## src/rtl/fpsr_ctrl.sv

```systemverilog
module fpsr_ctrl #(
  parameter logic [31:0] WR_MASK  = 32'h0005_FFFF,
  parameter logic [11:0] TRAP_VEC = 12'h120
) (
  input  logic        clk,
  input  logic        rst_n,
  input  logic        wr_en,
  input  logic [31:0] wr_data,
  input  logic        op_valid,
  input  logic [1:0]  op_kind,
  input  logic [4:0]  raw_flags,
  input  logic [1:0]  cmp_rel,
  output logic [31:0] fpsr,
  output logic        round_trunc,
  output logic        flush_zero,
  output logic        tbit,
  output logic        trap_req,
  output logic [11:0] trap_code
);
  localparam int FLG_LO = 2;
  localparam int ENA_LO = 7;
  localparam int CAU_LO = 12;
  localparam int DN_BIT = 18;
  localparam logic [1:0] K_QUIET = 2'b00, K_ARITH = 2'b01, K_CEQ = 2'b10, K_CGT = 2'b11;
  localparam logic [1:0] R_EQ = 2'b01, R_GT = 2'b10, R_UN = 2'b11;

  logic [31:0] reg_q, reg_d;
  logic        t_q, t_d, trap_q, trap_d;
  logic        is_cmp, report;
  logic [4:0]  cause_new;

  assign is_cmp = (op_kind == K_CEQ) || (op_kind == K_CGT);
  assign report = op_valid && !wr_en &&
                  ((op_kind == K_ARITH) || (is_cmp && cmp_rel == R_UN));
  assign cause_new = reg_q[CAU_LO +: 5] | raw_flags;

  always_comb begin
    reg_d  = reg_q;
    t_d    = t_q;
    trap_d = 1'b0;
    if (wr_en) begin
      reg_d = wr_data & WR_MASK;
    end else if (report) begin
      reg_d[FLG_LO +: 5] = raw_flags;
      reg_d[CAU_LO +: 5] = cause_new;
      trap_d = (|raw_flags) && (|(cause_new & reg_q[ENA_LO +: 5]));
    end else if (op_valid && is_cmp) begin
      t_d = (op_kind == K_CEQ) ? (cmp_rel == R_EQ) : (cmp_rel == R_GT);
    end
  end

  always_ff @(posedge clk) begin
    if (!rst_n) begin
      reg_q  <= '0;
      t_q    <= 1'b0;
      trap_q <= 1'b0;
    end else begin
      reg_q  <= reg_d;
      t_q    <= t_d;
      trap_q <= trap_d;
    end
  end

  assign fpsr        = reg_q;
  assign round_trunc = (reg_q[1:0] == 2'b01);
  assign flush_zero  = reg_q[DN_BIT];
  assign tbit        = t_q;
  assign trap_req    = trap_q;
  assign trap_code   = trap_q ? TRAP_VEC : 12'h000;

  assert_locked_bits_R1: assert property (@(posedge clk) disable iff (!rst_n)
    (fpsr & ~WR_MASK) == 32'h0);

  assert_round_after_write_R2: assert property (@(posedge clk) disable iff (!rst_n)
    wr_en |=> (round_trunc == ($past(wr_data[1:0]) == 2'b01)));

  assert_empty_flags_R4: assert property (@(posedge clk) disable iff (!rst_n)
    (op_valid && !wr_en && op_kind == K_ARITH && raw_flags == 5'd0) |=> (fpsr[6:2] == 5'd0));

  assert_trap_source_R6: assert property (@(posedge clk) disable iff (!rst_n)
    trap_req |-> ($past(op_valid) && trap_code == TRAP_VEC));

  assert_ordered_cmp_stable_R7: assert property (@(posedge clk) disable iff (!rst_n)
    (op_valid && !wr_en && is_cmp && cmp_rel != R_UN) |=> ($stable(fpsr) && !trap_req));

  assert_quiet_stable_R9: assert property (@(posedge clk) disable iff (!rst_n)
    ((!op_valid || op_kind == K_QUIET) && !wr_en) |=> ($stable(fpsr) && $stable(tbit) && !trap_req));
endmodule

```

## config.mk

```make
export PLATFORM = sky130hd
export DESIGN_NAME = fpsr_ctrl
export DESIGN_NICKNAME = d
export VERILOG_FILES = /design/src/rtl/fpsr_ctrl.sv
export SDC_FILE = /design/constraint.sdc
export NUM_CORES = 1
export LEC_CHECK = 0
export BUFFER_PORTS_ARGS = -buffer_cell sky130_fd_sc_hd__buf_2
export CAP_MARGIN = 10
export CORE_MARGIN = 2
export CORE_UTILIZATION = 35
export CTS_CLUSTER_DIAMETER = 80
export DETAILED_ROUTE_END_ITERATION = 10
export GPL_TIMING_DRIVEN = 0
export PLACE_DENSITY = 0.78
export SLEW_MARGIN = 30
export SYNTH_ARGS = -nofsm -noshare
export SYNTH_HDL_FRONTEND = slang
export SYNTH_SLANG_ARGS = --single-unit
```

## constraint.sdc

```tcl
create_clock -name clk -period 0.9 [get_ports clk]
set_input_delay 0.045 -clock clk [delete_from_list [all_inputs] [get_ports clk]]
set_output_delay 0.045 -clock clk [all_outputs]
set_load 0.02 [all_outputs]
```

==> impl_metrics.sql, run 1 <==
INSERT INTO impl_metrics (metric_group, metric, value, unit) VALUES
('status', 'outcome', 'finished with violations', ''),
('status', 'failed_checks', 'setup timing', ''),
('power_and_ir_drop', 'power.net_switching', '0.680', 'mW'),
('power_and_ir_drop', 'sequentialPowerShare', '43.0', '%'),
('drt', 'via_per_inst', '4.33', ''),
('worst_setup_path', 'crit_chain', 'nor2b_4, buf_6', ''),
('worst_setup_path', 'nature_of_the_critical_path_endpoint', 'primary output', ''),
('sta', 'grt_setup_unrepaired', 'true', ''),
('clocking', 'cts-buffers-inserted', '3', ''),
('global_route', 'first_global_vias', '1063', ''),
('drt', 'detail_route.drc_violations', '0', ''),
('place', 'dp_slack', '-0.315', 'ns'),
('yosys', 'synth.avg_cell_area', '9.38', 'um^2'),
('power_and_ir_drop', 'power.density_cell_area', '1250', 'nW/um^2'),
('layout', 'number_of_inserted_diodes', '0', ''),
('power_and_ir_drop', 'comb_power_share', '29.7', '%'),
('sta', 'final-hold-violation-count', '0', ''),
('sta', 'post-route-worst-setup-slack', '-0.0735', 'ns'),
('sta', 'timing.final.setup_violations', '3', ''),
('layout', 'mostFrequentLayoutCell', 'sky130_fd_sc_hd__buf_2', ''),
('die', 'initial_core_util', '37.2', '%'),
('power_and_ir_drop', 'vdd_drop_max', '763', 'uV'),
('sta', 'final_period_minus_worst_setup_slack', '0.973', 'ns'),
('drt', 'wirelength_per_cell', '11.6', 'um'),
('worst_setup_path', 'cp_required', '0.85', 'ns'),
('worst_setup_path', 'worst_path_fanout_max', '3', ''),
('worst_setup_path', 'critical_path_arrival', '0.93', 'ns'),
('yosys', 'ys_warn_count', '0', ''),
('sta', 'period_share', '108', '%'),
('die', 'top_level_ports', '93', ''),
('sta', 'highest_clock_rate', '1030', 'MHz'),
('drt', 'routed_wl', '2.95', 'mm'),
('place', 'placement.io_buffers', '54', ''),
('worst_setup_path', 'timing.critical_path.slowest_stage_cell', 'sky130_fd_sc_hd__dfxtp_2', ''),
('yosys', 'mappedNetlistArea', '1140', 'um^2'),
('worst_setup_path', 'critPathLaunchType', 'flip-flop', ''),
('sta', 'final-max-slew-violation-count', '0', ''),
('worst_setup_path', 'slowest_delay', '0.36', 'ns'),
('min_path', 'worst_hold_path_type', 'in2reg', ''),
('sta', 'finalClockSkew', '0.00540', 'ns'),
('clocking', 'cts_htree_levels', '1', ''),
('drt', 'vias', '1105', ''),
('worst_setup_path', 'critical_path_class', 'reg2out', ''),
('global_route', 'grt_antenna_before_repair', '0', ''),
('global_route', 'globalRouteTotalUtil', '16.6', '%'),
('clocking', 'clkSlewWorstSetupHoldPaths', '0.12', 'ns'),
('layout', 'area.growth.synth_to_final', '62.0', '%'),
('worst_setup_path', 'cp_num_buf_inv', '1', ''),
('clocking', 'cts-root-buf', 'sky130_fd_sc_hd__clkbuf_4', ''),
('min_path', 'hold-path-cell-count', '3', ''),
('global_route', 'pin_count_of_the_biggest_net_entering_global_routing', '13', ''),
('clocking', 'clock_latency_on_the_worst_skew_pair', '0.31', 'ns'),
('drt', 'detail-route-antenna-nets', '0', ''),
('worst_setup_path', 'cp_top_family', 'flip-flops', ''),
('clocking', 'cts.sinks', '20', ''),
('run', 'cap_viol_max_count', '0', ''),
('place', 'final_hpwl_from_detailed_placement', '2.16', 'mm'),
('power_and_ir_drop', 'power.internal', '1.63', 'mW'),
('die', 'coreArea', '3080', 'um^2'),
('die', 'die_width', '61.2', 'um'),
('layout', 'num-nets-final', '257', ''),
('power_and_ir_drop', 'switching_share', '29.4', '%'),
('worst_setup_path', 'worst-r2r-cell-count', '3', ''),
('layout', 'layout.core_utilization', '60.2', '%'),
('power_and_ir_drop', 'power.share.clock', '27.4', '%'),
('clocking', 'maximum_clock_insertion_buffer_count', '2', ''),
('drt', 'drt-pass1-iter-count', '4', ''),
('clocking', 'cts_tree', 'done', ''),
('layout', 'drive_gt1_share', '54.0', '%'),
('global_route', 'grt_pass1_wl', '4.60', 'mm'),
('worst_setup_path', 'path_depth', '2', ''),
('yosys', 'ys_seq_elements', '20', ''),
('yosys', 'synth.distinct_cells', '26', ''),
('drt', 'drt_first_iter_violations', '9', ''),
('die', 'die_height', '61.2', 'um'),
('die', 'number_of_placement_rows', '20', ''),
('place', 'place_congestion', '0.704', ''),
('yosys', 'netlist_instances', '122', ''),
('layout', 'highest_count_cells_in_the_layout_ignoring_fill_and_taps', 'sky130_fd_sc_hd__buf_2, sky130_fd_sc_hd__buf_4, sky130_fd_sc_hd__conb_1, sky130_fd_sc_hd__buf_6, sky130_fd_sc_hd__dfxtp_2', ''),
('power_and_ir_drop', 'total_leakage_power', '0.946', 'nW'),
('yosys', 'synth.yosys.seq_area_share', '35.0', '%'),
('global_route', 'overflow', '0', ''),
('die', 'die_area', '3740', 'um^2');
[final timing paths]
| kind | start | endpoint | slack, ns |
|---|---|---|---|
| worst min-delay path | wr_data[0] | fpsr[0]$_SDFFE_PN0P_ | 0.008 |
| worst max-delay path | fpsr[0]$_SDFFE_PN0P_ | round_trunc | -0.07 |
| worst max register to register | fpsr[14]$_SDFFE_PN0P_ | trap_req$_SDFF_PP0_ | 0.02 |
| worst min register to register | tbit$_SDFFE_PN0P_ | tbit$_SDFFE_PN0P_ | 0.49 |
[routing by layer]
metal  GRT usage [%]  wire (um)  up-vias
li1                -          -      560
met1            19.6       1170      485
met5               0          0        -
met3            5.46        317        5
met2            27.7       1420       55
met4            6.52         40        0
[cell families (layout without fill, tap and decap cells)]
group | after synthesis | in the layout | synth area share, %
buffers and inverters | 36 | 102 | 21.6
and+or+nand+nor | 31 | 31 | 17.9
AOI/OAI and AO/OA | 26 | 26 | 18.1
DFF | 20 | 20 | 35.0
muxes | 8 | 8 | 6.99
other | 1 | 24 | 0.328
[synthesized netlist by cell type (all sizes together)]
master / instances / share of area (%)
dfxtp: 20 / 35
o2bb2ai: 1 / 0.77
o31ai: 1 / 0.66
and4: 1 / 0.77
nand4: 1 / 0.55
and2: 1 / 0.55
a221oi: 1 / 0.77
conb: 1 / 0.33
nand2b: 10 / 5.5
a211oi: 1 / 0.66
nor2b: 10 / 5.5
mux2i: 8 / 7.0
o311a: 10 / 8.7
buf: 31 / 20
a21boi: 5 / 3.3
nand3b: 2 / 1.3
a21o: 1 / 0.66
inv: 2 / 0.66
clkbuf: 3 / 0.98
or4: 1 / 0.66
and3: 5 / 3.2
o21ai: 6 / 2.6
[power groups by stage]
stage          Clock (mW)  Sequential [mW]  Combinational, mW
2_1_floorplan           0             1.07              0.351
3_3_place_gp            0             1.00              0.590
3_5_place_dp            0             1.00              0.593
4_1_cts             0.644            0.987              0.629
5_1_grt             0.693             1.00              0.743
6_report            0.633            0.993              0.685
[area by class of cell]
type                            count  area, um^2
Buffer                             33         241
Clock buffer                        4        47.5
Fill cell                         291        1220
Inverter                            2        7.51
Multi-Input combinational cell     89         613
Sequential cell                    20         432
Tap cell                           44        55.1
Timing Repair Buffer               63         458
[flip-flops by register name (all words and copies together), names as in the netlist]
signal,flops
tbit,1
fpsr,18
trap_req,1
[through the flow]
step | hold slack (ns) | instances | setup TNS [ns] | total power, mW | area (um^2)
floorplan | 0.143 | 145 | -0.0374 | 1.42 | 1250
finish | 0.00831 | 255 | -0.188 | 2.31 | 1850
global placement | 0.288 | 243 | -3.16 | 1.59 | 1580
CTS | 0.00670 | 254 | -0.150 | 2.26 | 1740
detailed placement | 0.289 | 243 | -3.23 | 1.60 | 1580
global route | 0.0248 | 255 | -0.410 | 2.44 | 1850
[timing repair]
item | CTS | global route
resized for setup | 15 | 43
hold endpoints to repair | 8 | 0
setup buffers | 0 | 1
setup endpoints to repair | 8 | 31
hold buffers | 8 | 0
pin swaps | 2 | 1
[worst reg2reg max path: cells and delay by family, from the launching register on]
kind            cells  cell delay (ns)
flops               1             0.37
compound gates      2             0.23
simple gates        1             0.19
Power figures use the tool's default switching activity.
==> run 2: changes to the inputs <==
- CTS_BUF_LIST: not set -> sky130_fd_sc_hd__clkbuf_16
==> impl_metrics.sql, run 2 (synthesized netlist as in run 1, its figures left out) <==
INSERT INTO impl_metrics (metric_group, metric, value, unit) VALUES
('drt', 'detail_route.drc_violations', '0', ''),
('power_and_ir_drop', 'sequentialPowerShare', '36.5', '%'),
('layout', 'drive_gt1_share', '54.5', '%'),
('die', 'die_area', '3740', 'um^2'),
('sta', 'post-route-worst-setup-slack', '0.0292', 'ns'),
('die', 'coreArea', '3080', 'um^2'),
('worst_setup_path', 'critical_path_arrival', '0.83', 'ns'),
('sta', 'timing.final.setup_violations', '0', ''),
('layout', 'stdcell_count', '246', ''),
('drt', 'via_per_inst', '4.32', ''),
('clocking', 'cts-buffers-inserted', '3', ''),
('clocking', 'clkSlewWorstSetupHoldPaths', '0.06', 'ns'),
('clocking', 'cts.sinks', '20', ''),
('drt', 'top_signal_layer_used', 'met4', ''),
('worst_setup_path', 'cp_required', '0.85', 'ns'),
('min_path', 'hold-path-cell-count', '2', ''),
('power_and_ir_drop', 'vdd_drop_max', '894', 'uV'),
('power_and_ir_drop', 'total_leakage_power', '0.917', 'nW'),
('run', 'cap_viol_max_count', '0', ''),
('global_route', 'pin_count_of_the_biggest_net_entering_global_routing', '13', ''),
('clocking', 'maximum_clock_insertion_buffer_count', '2', ''),
('power_and_ir_drop', 'power.density_cell_area', '1570', 'nW/um^2'),
('clocking', 'hold_fix_buffer_count_after_cts', '0', ''),
('die', 'initial_core_util', '37.2', '%'),
('global_route', 'grt_pass1_wl', '4.50', 'mm'),
('drt', 'wl_met2', '1.28', 'mm'),
('die', 'number_of_placement_rows', '20', ''),
('power_and_ir_drop', 'power.net_switching', '0.708', 'mW'),
('clocking', 'cts.repair_timing.setup_buffer_count', '0', ''),
('sta', 'period_share', '96.8', '%'),
('power_and_ir_drop', 'comb_power_share', '22.6', '%'),
('die', 'die_height', '61.2', 'um'),
('power_and_ir_drop', 'power.share.clock', '40.9', '%'),
('place', 'dp_slack', '-0.315', 'ns'),
('power_and_ir_drop', 'switching_share', '26.1', '%'),
('sta', 'highest_clock_rate', '1150', 'MHz'),
('clocking', 'cts_htree_levels', '1', ''),
('layout', 'highest_count_cells_in_the_layout_ignoring_fill_and_taps', 'sky130_fd_sc_hd__buf_2, sky130_fd_sc_hd__buf_4, sky130_fd_sc_hd__conb_1, sky130_fd_sc_hd__dfxtp_2', ''),
('layout', 'filler_cell_count', '304', ''),
('sta', 'final-max-slew-violation-count', '0', ''),
('layout', 'area.growth.synth_to_final', '50.6', '%'),
('worst_setup_path', 'worst_path_fanout_max', '3', ''),
('place', 'dp_cells', '243', ''),
('drt', 'detail-route-antenna-nets', '0', ''),
('worst_setup_path', 'critical_path_class', 'reg2out', ''),
('place', 'placedInstanceArea', '1580', 'um^2'),
('min_path', 'worst_hold_path_type', 'in2reg', ''),
('drt', 'vias', '1062', ''),
('drt', 'wirelength_per_cell', '11.4', 'um'),
('drt', 'route.met3.wl', '319', 'um'),
('layout', 'num-nets-final', '248', ''),
('global_route', 'globalRouteTotalUtil', '16.4', '%'),
('layout', 'regArea', '422', 'um^2'),
('global_route', 'first_global_vias', '1023', ''),
('sta', 'grt_setup_unrepaired', 'true', ''),
('sta', 'finalClockSkew', '0.00101', 'ns'),
('place', 'final_hpwl_from_detailed_placement', '2.16', 'mm'),
('layout', 'largest_register_ffs', '18', ''),
('global_route', 'grt_antenna_before_repair', '0', ''),
('die', 'top_level_ports', '93', ''),
('sta', 'final_period_minus_worst_setup_slack', '0.871', 'ns'),
('die', 'die_width', '61.2', 'um'),
('worst_setup_path', 'critPathLaunchType', 'flip-flop', ''),
('drt', 'routed_wl', '2.81', 'mm'),
('place', 'placement.io_buffers', '54', ''),
('sta', 'final-hold-violation-count', '0', ''),
('drt', 'drt_first_iter_violations', '5', ''),
('drt', 'drt-pass1-iter-count', '4', ''),
('clocking', 'cts-root-buf', 'sky130_fd_sc_hd__clkbuf_16', ''),
('clocking', 'clock_latency_on_the_worst_skew_pair', '0.25', 'ns'),
('layout', 'multi_input_comb_area', '607', 'um^2'),
('place', 'place_congestion', '0.704', ''),
('layout', 'number_of_inserted_diodes', '0', ''),
('power_and_ir_drop', 'power.internal', '2.00', 'mW'),
('layout', 'postLayoutCellArea', '1720', 'um^2'),
('drt', 'm1WireLength', '1.16', 'mm'),
('worst_setup_path', 'nature_of_the_critical_path_endpoint', 'primary output', ''),
('clocking', 'cts_tree', 'done', ''),
('worst_setup_path', 'worst-r2r-cell-count', '2', ''),
('global_route', 'overflow', '0', ''),
('layout', 'mostFrequentLayoutCell', 'sky130_fd_sc_hd__buf_2', ''),
('status', 'outcome', 'finished, final reports clean', '');
-- run 2: worst paths after layout --
check | startpoint | endpoint | slack [ns]
worst min register to register | tbit$_SDFFE_PN0P_ | tbit$_SDFFE_PN0P_ | 0.50
worst max register to register | fpsr[4]$_SDFFE_PN0P_ | fpsr[4]$_SDFFE_PN0P_ | 0.04
worst min-delay path | op_kind[0] | tbit$_SDFFE_PN0P_ | 0.02
worst max-delay path | fpsr[0]$_SDFFE_PN0P_ | round_trunc | 0.03
-- run 2: layout make-up --
type	instances	share of cell area (%)
Buffer	33	13.8
Clock buffer	4	5.81
Inverter	2	0.435
Multi-Input combinational cell	89	35.2
Sequential cell	20	24.5
Tap cell	44	3.19
Timing Repair Buffer	54	17.1
-- run 2: worst max-delay path, cell delays in order (launching register included) --
cell and delay [ns]:
sky130_fd_sc_hd__dfxtp_2 0.33, sky130_fd_sc_hd__nor2b_4 0.13, sky130_fd_sc_hd__buf_6 0.11
-- run 2: stage by stage --
step / power (mW) / hold WS (ns) / setup TNS (ns) / utilization (%)
after floorplan: 1.42 / 0.143 / -0.0374 / -
after global placement: 1.59 / 0.288 / -3.16 / 51.3
after detailed placement: 1.60 / 0.289 / -3.23 / 51.3
after CTS: 2.72 / 0.0247 / -0.00231 / 54.9
after global routing: 2.84 / 0.0271 / -0.0536 / 56.0
final: 2.71 / 0.0181 / 0 / 56.0
-- run 2: power by group through the flow --
stage,clock [mW],combinational [mW],sequential (mW)
after floorplan,0,0.351,1.07
after global placement,0,0.590,1.00
after detailed placement,0,0.593,1.00
after CTS,1.13,0.601,0.987
after global routing,1.17,0.669,0.999
final,1.11,0.613,0.989
-- run 2: routing by layer --
metal | GRT usage [%] | up-vias
met1 | 19.5 | 462
met3 | 6.09 | 4
met5 | 0 | -
met2 | 26.9 | 56
met4 | 6.52 | 0
li1 | - | 540
-- run 2: repair_timing --
item	CTS	global route
pin swaps	2	1
setup endpoints to repair	13	15
endpoints found under the hold margin	0	0
resized for setup	6	14
==> run 3: changes to the inputs <==
- HOLD_SLACK_MARGIN: not set -> 0.05
==> impl_metrics.sql, run 3 (synthesized netlist as in run 1, its figures left out) <==
INSERT INTO impl_metrics (metric_group, metric, value, unit) VALUES
('status', 'outcome', 'finished, final reports clean', ''),
('worst_setup_path', 'worst-r2r-cell-count', '2', ''),
('worst_setup_path', 'critical_path_class', 'reg2out', ''),
('layout', 'largest_register_ffs', '18', ''),
('clocking', 'cts.sinks', '20', ''),
('drt', 'wl_met2', '1.30', 'mm'),
('sta', 'timing.final.setup_violations', '0', ''),
('drt', 'routed_wl', '2.83', 'mm'),
('worst_setup_path', 'timing.critical_path.slowest_stage_cell', 'sky130_fd_sc_hd__dfxtp_2', ''),
('sta', 'final-hold-violation-count', '0', ''),
('drt', 'vias', '1074', ''),
('worst_setup_path', 'critPathLaunchType', 'flip-flop', ''),
('sta', 'finalClockSkew', '0.000999', 'ns'),
('worst_setup_path', 'nature_of_the_critical_path_endpoint', 'primary output', ''),
('sta', 'highest_clock_rate', '1150', 'MHz'),
('drt', 'm1WireLength', '1.17', 'mm'),
('drt', 'route.met3.wl', '321', 'um'),
('run', 'cap_viol_max_count', '0', ''),
('sta', 'whs', '0.0536', 'ns'),
('layout', 'mostFrequentLayoutCell', 'sky130_fd_sc_hd__buf_2', ''),
('clocking', 'cts-buffers-inserted', '3', ''),
('place', 'place_congestion', '0.704', ''),
('power_and_ir_drop', 'power.density_cell_area', '1550', 'nW/um^2'),
('sta', 'period_share', '96.8', '%'),
('power_and_ir_drop', 'comb_power_share', '22.9', '%'),
('die', 'top_level_ports', '93', ''),
('sta', 'final_period_minus_worst_setup_slack', '0.871', 'ns'),
('drt', 'via_per_inst', '4.31', ''),
('global_route', 'first_global_vias', '1037', ''),
('worst_setup_path', 'cp_top_family', 'flip-flops', ''),
('die', 'die_area', '3740', 'um^2'),
('worst_setup_path', 'slowest_delay', '0.33', 'ns'),
('die', 'number_of_placement_rows', '20', ''),
('drt', 'drt_first_iter_violations', '5', ''),
('clocking', 'cts.repair_timing.setup_buffer_count', '0', ''),
('drt', 'detail_route.drc_violations', '0', ''),
('worst_setup_path', 'worst_path_fanout_max', '3', ''),
('power_and_ir_drop', 'power.share.clock', '40.7', '%'),
('min_path', 'worst_hold_path_type', 'in2reg', ''),
('worst_setup_path', 'r2r-end', 'fpsr[4]$_SDFFE_PN0P_', ''),
('clocking', 'maximum_clock_insertion_buffer_count', '2', ''),
('power_and_ir_drop', 'sequentialPowerShare', '36.4', '%'),
('worst_setup_path', 'critical_path_arrival', '0.83', 'ns'),
('worst_setup_path', 'path_depth', '2', ''),
('place', 'placement.io_buffers', '54', ''),
('global_route', 'pin_count_of_the_biggest_net_entering_global_routing', '13', ''),
('power_and_ir_drop', 'power.net_switching', '0.710', 'mW'),
('layout', 'filler_cell_count', '304', ''),
('global_route', 'grt_antenna_before_repair', '0', ''),
('place', 'dp_slack', '-0.315', 'ns'),
('sta', 'post-route-worst-setup-slack', '0.0291', 'ns'),
('drt', 'top_signal_layer_used', 'met4', ''),
('global_route', 'overflow', '0', ''),
('worst_setup_path', 'cp_required', '0.85', 'ns'),
('worst_setup_path', 'reg2reg_from', 'fpsr[4]$_SDFFE_PN0P_', ''),
('power_and_ir_drop', 'vdd_drop_max', '894', 'uV'),
('clocking', 'clkSlewWorstSetupHoldPaths', '0.06', 'ns'),
('layout', 'number_of_inserted_diodes', '0', ''),
('clocking', 'cts_tree', 'done', ''),
('clocking', 'cts-root-buf', 'sky130_fd_sc_hd__clkbuf_16', ''),
('drt', 'detail-route-antenna-nets', '0', ''),
('worst_setup_path', 'cp_num_buf_inv', '1', ''),
('layout', 'area.growth.synth_to_final', '53.2', '%'),
('clocking', 'cts_htree_levels', '1', ''),
('power_and_ir_drop', 'total_leakage_power', '0.930', 'nW'),
('drt', 'wirelength_per_cell', '11.4', 'um'),
('place', 'final_hpwl_from_detailed_placement', '2.16', 'mm'),
('worst_setup_path', 'crit_chain', 'nor2b_4, buf_6', ''),
('power_and_ir_drop', 'power.internal', '2.01', 'mW'),
('layout', 'highest_count_cells_in_the_layout_ignoring_fill_and_taps', 'sky130_fd_sc_hd__buf_2, sky130_fd_sc_hd__buf_4, sky130_fd_sc_hd__conb_1, sky130_fd_sc_hd__dfxtp_2', ''),
('clocking', 'clock_latency_on_the_worst_skew_pair', '0.25', 'ns'),
('sta', 'final-max-slew-violation-count', '0', ''),
('worst_setup_path', 'timing.reg2reg.setup_slack', '0.04', 'ns'),
('die', 'die_height', '61.2', 'um'),
('layout', 'drive_gt1_share', '53.7', '%'),
('worst_setup_path', 'critPathCapture', 'round_trunc', ''),
('worst_setup_path', 'cp-startpoint', 'fpsr[0]$_SDFFE_PN0P_', ''),
('drt', 'drt-pass1-iter-count', '4', ''),
('global_route', 'grt_pass1_wl', '4.54', 'mm'),
('power_and_ir_drop', 'switching_share', '26.1', '%'),
('layout', 'num-nets-final', '251', ''),
('die', 'coreArea', '3080', 'um^2'),
('sta', 'grt_setup_unrepaired', 'true', ''),
('global_route', 'globalRouteTotalUtil', '16.6', '%'),
('die', 'die_width', '61.2', 'um'),
('die', 'initial_core_util', '37.2', '%');
[run 3: cell types whose count changed in the layout (fill, tap and decap cells not counted)]
cell and change:
sky130_fd_sc_hd__dlygate4sd3_1 +3
[run 3: metal layers]
metal  track usage (%)  vias up
met2              27.2       56
met5                 0        -
met3              6.09        4
met1              19.6      468
met4              6.52        0
li1                  -      546
[run 3: worst register-to-register path, cell delays in order (launching register included)]
cell and delay [ns]:
sky130_fd_sc_hd__dfxtp_4 0.34, sky130_fd_sc_hd__and3_4 0.13, sky130_fd_sc_hd__o311a_1 0.28
[run 3: how the worst min path moves through the flow]
stage / startpoint / end / slack, ns / depth (start not counted)
3_3_place_gp: op_kind[0] / tbit$_SDFFE_PN0P_ / 0.29 / 2
2_1_floorplan: op_kind[0] / tbit$_SDFFE_PN0P_ / 0.14 / 1
5_1_grt: wr_data[1] / fpsr[1]$_SDFFE_PN0P_ / 0.07 / 3
3_5_place_dp: op_kind[0] / tbit$_SDFFE_PN0P_ / 0.29 / 2
6_report: wr_data[8] / fpsr[8]$_SDFFE_PN0P_ / 0.05 / 3
4_1_cts: wr_data[8] / fpsr[8]$_SDFFE_PN0P_ / 0.06 / 3
[run 3: cell type report]
class                           count  area (um^2)  area share (%)
Clock buffer                        4          100            5.71
Buffer                             33          238            13.6
Multi-Input combinational cell     89          607            34.6
Tap cell                           44         55.1            3.14
Inverter                            2         7.51           0.428
Timing Repair Buffer               57          325            18.5
Sequential cell                    20          422            24.0
[run 3: power by group through the flow]
stage               combinational [mW]  sequential, mW  clock, mW
finish                           0.623           0.989       1.11
global placement                 0.590            1.00          0
detailed placement               0.593            1.00          0
global route                     0.679           0.999       1.17
CTS                              0.611           0.987       1.13
floorplan                        0.351            1.07          0
[run 3: per-stage QoR]
stage / setup TNS [ns] / util [%] / total power, mW / area (um^2) / instances
2_1_floorplan: -0.0374 / - / 1.42 / 1250 / 145
3_3_place_gp: -3.16 / 51.3 / 1.59 / 1580 / 243
3_5_place_dp: -3.23 / 51.3 / 1.60 / 1580 / 243
4_1_cts: -0.00231 / 55.9 / 2.73 / 1720 / 250
5_1_grt: -0.0536 / 57.0 / 2.85 / 1750 / 249
6_report: 0 / 57.0 / 2.72 / 1750 / 249
[run 3: timing repair]
action / CTS / global route
hold endpoints to repair: 3 / 0
pin swaps: 2 / 1
setup endpoints to repair: 13 / 15
cloned: 0 / 0
gates resized for setup: 6 / 14
hold buffers: 3 / 0
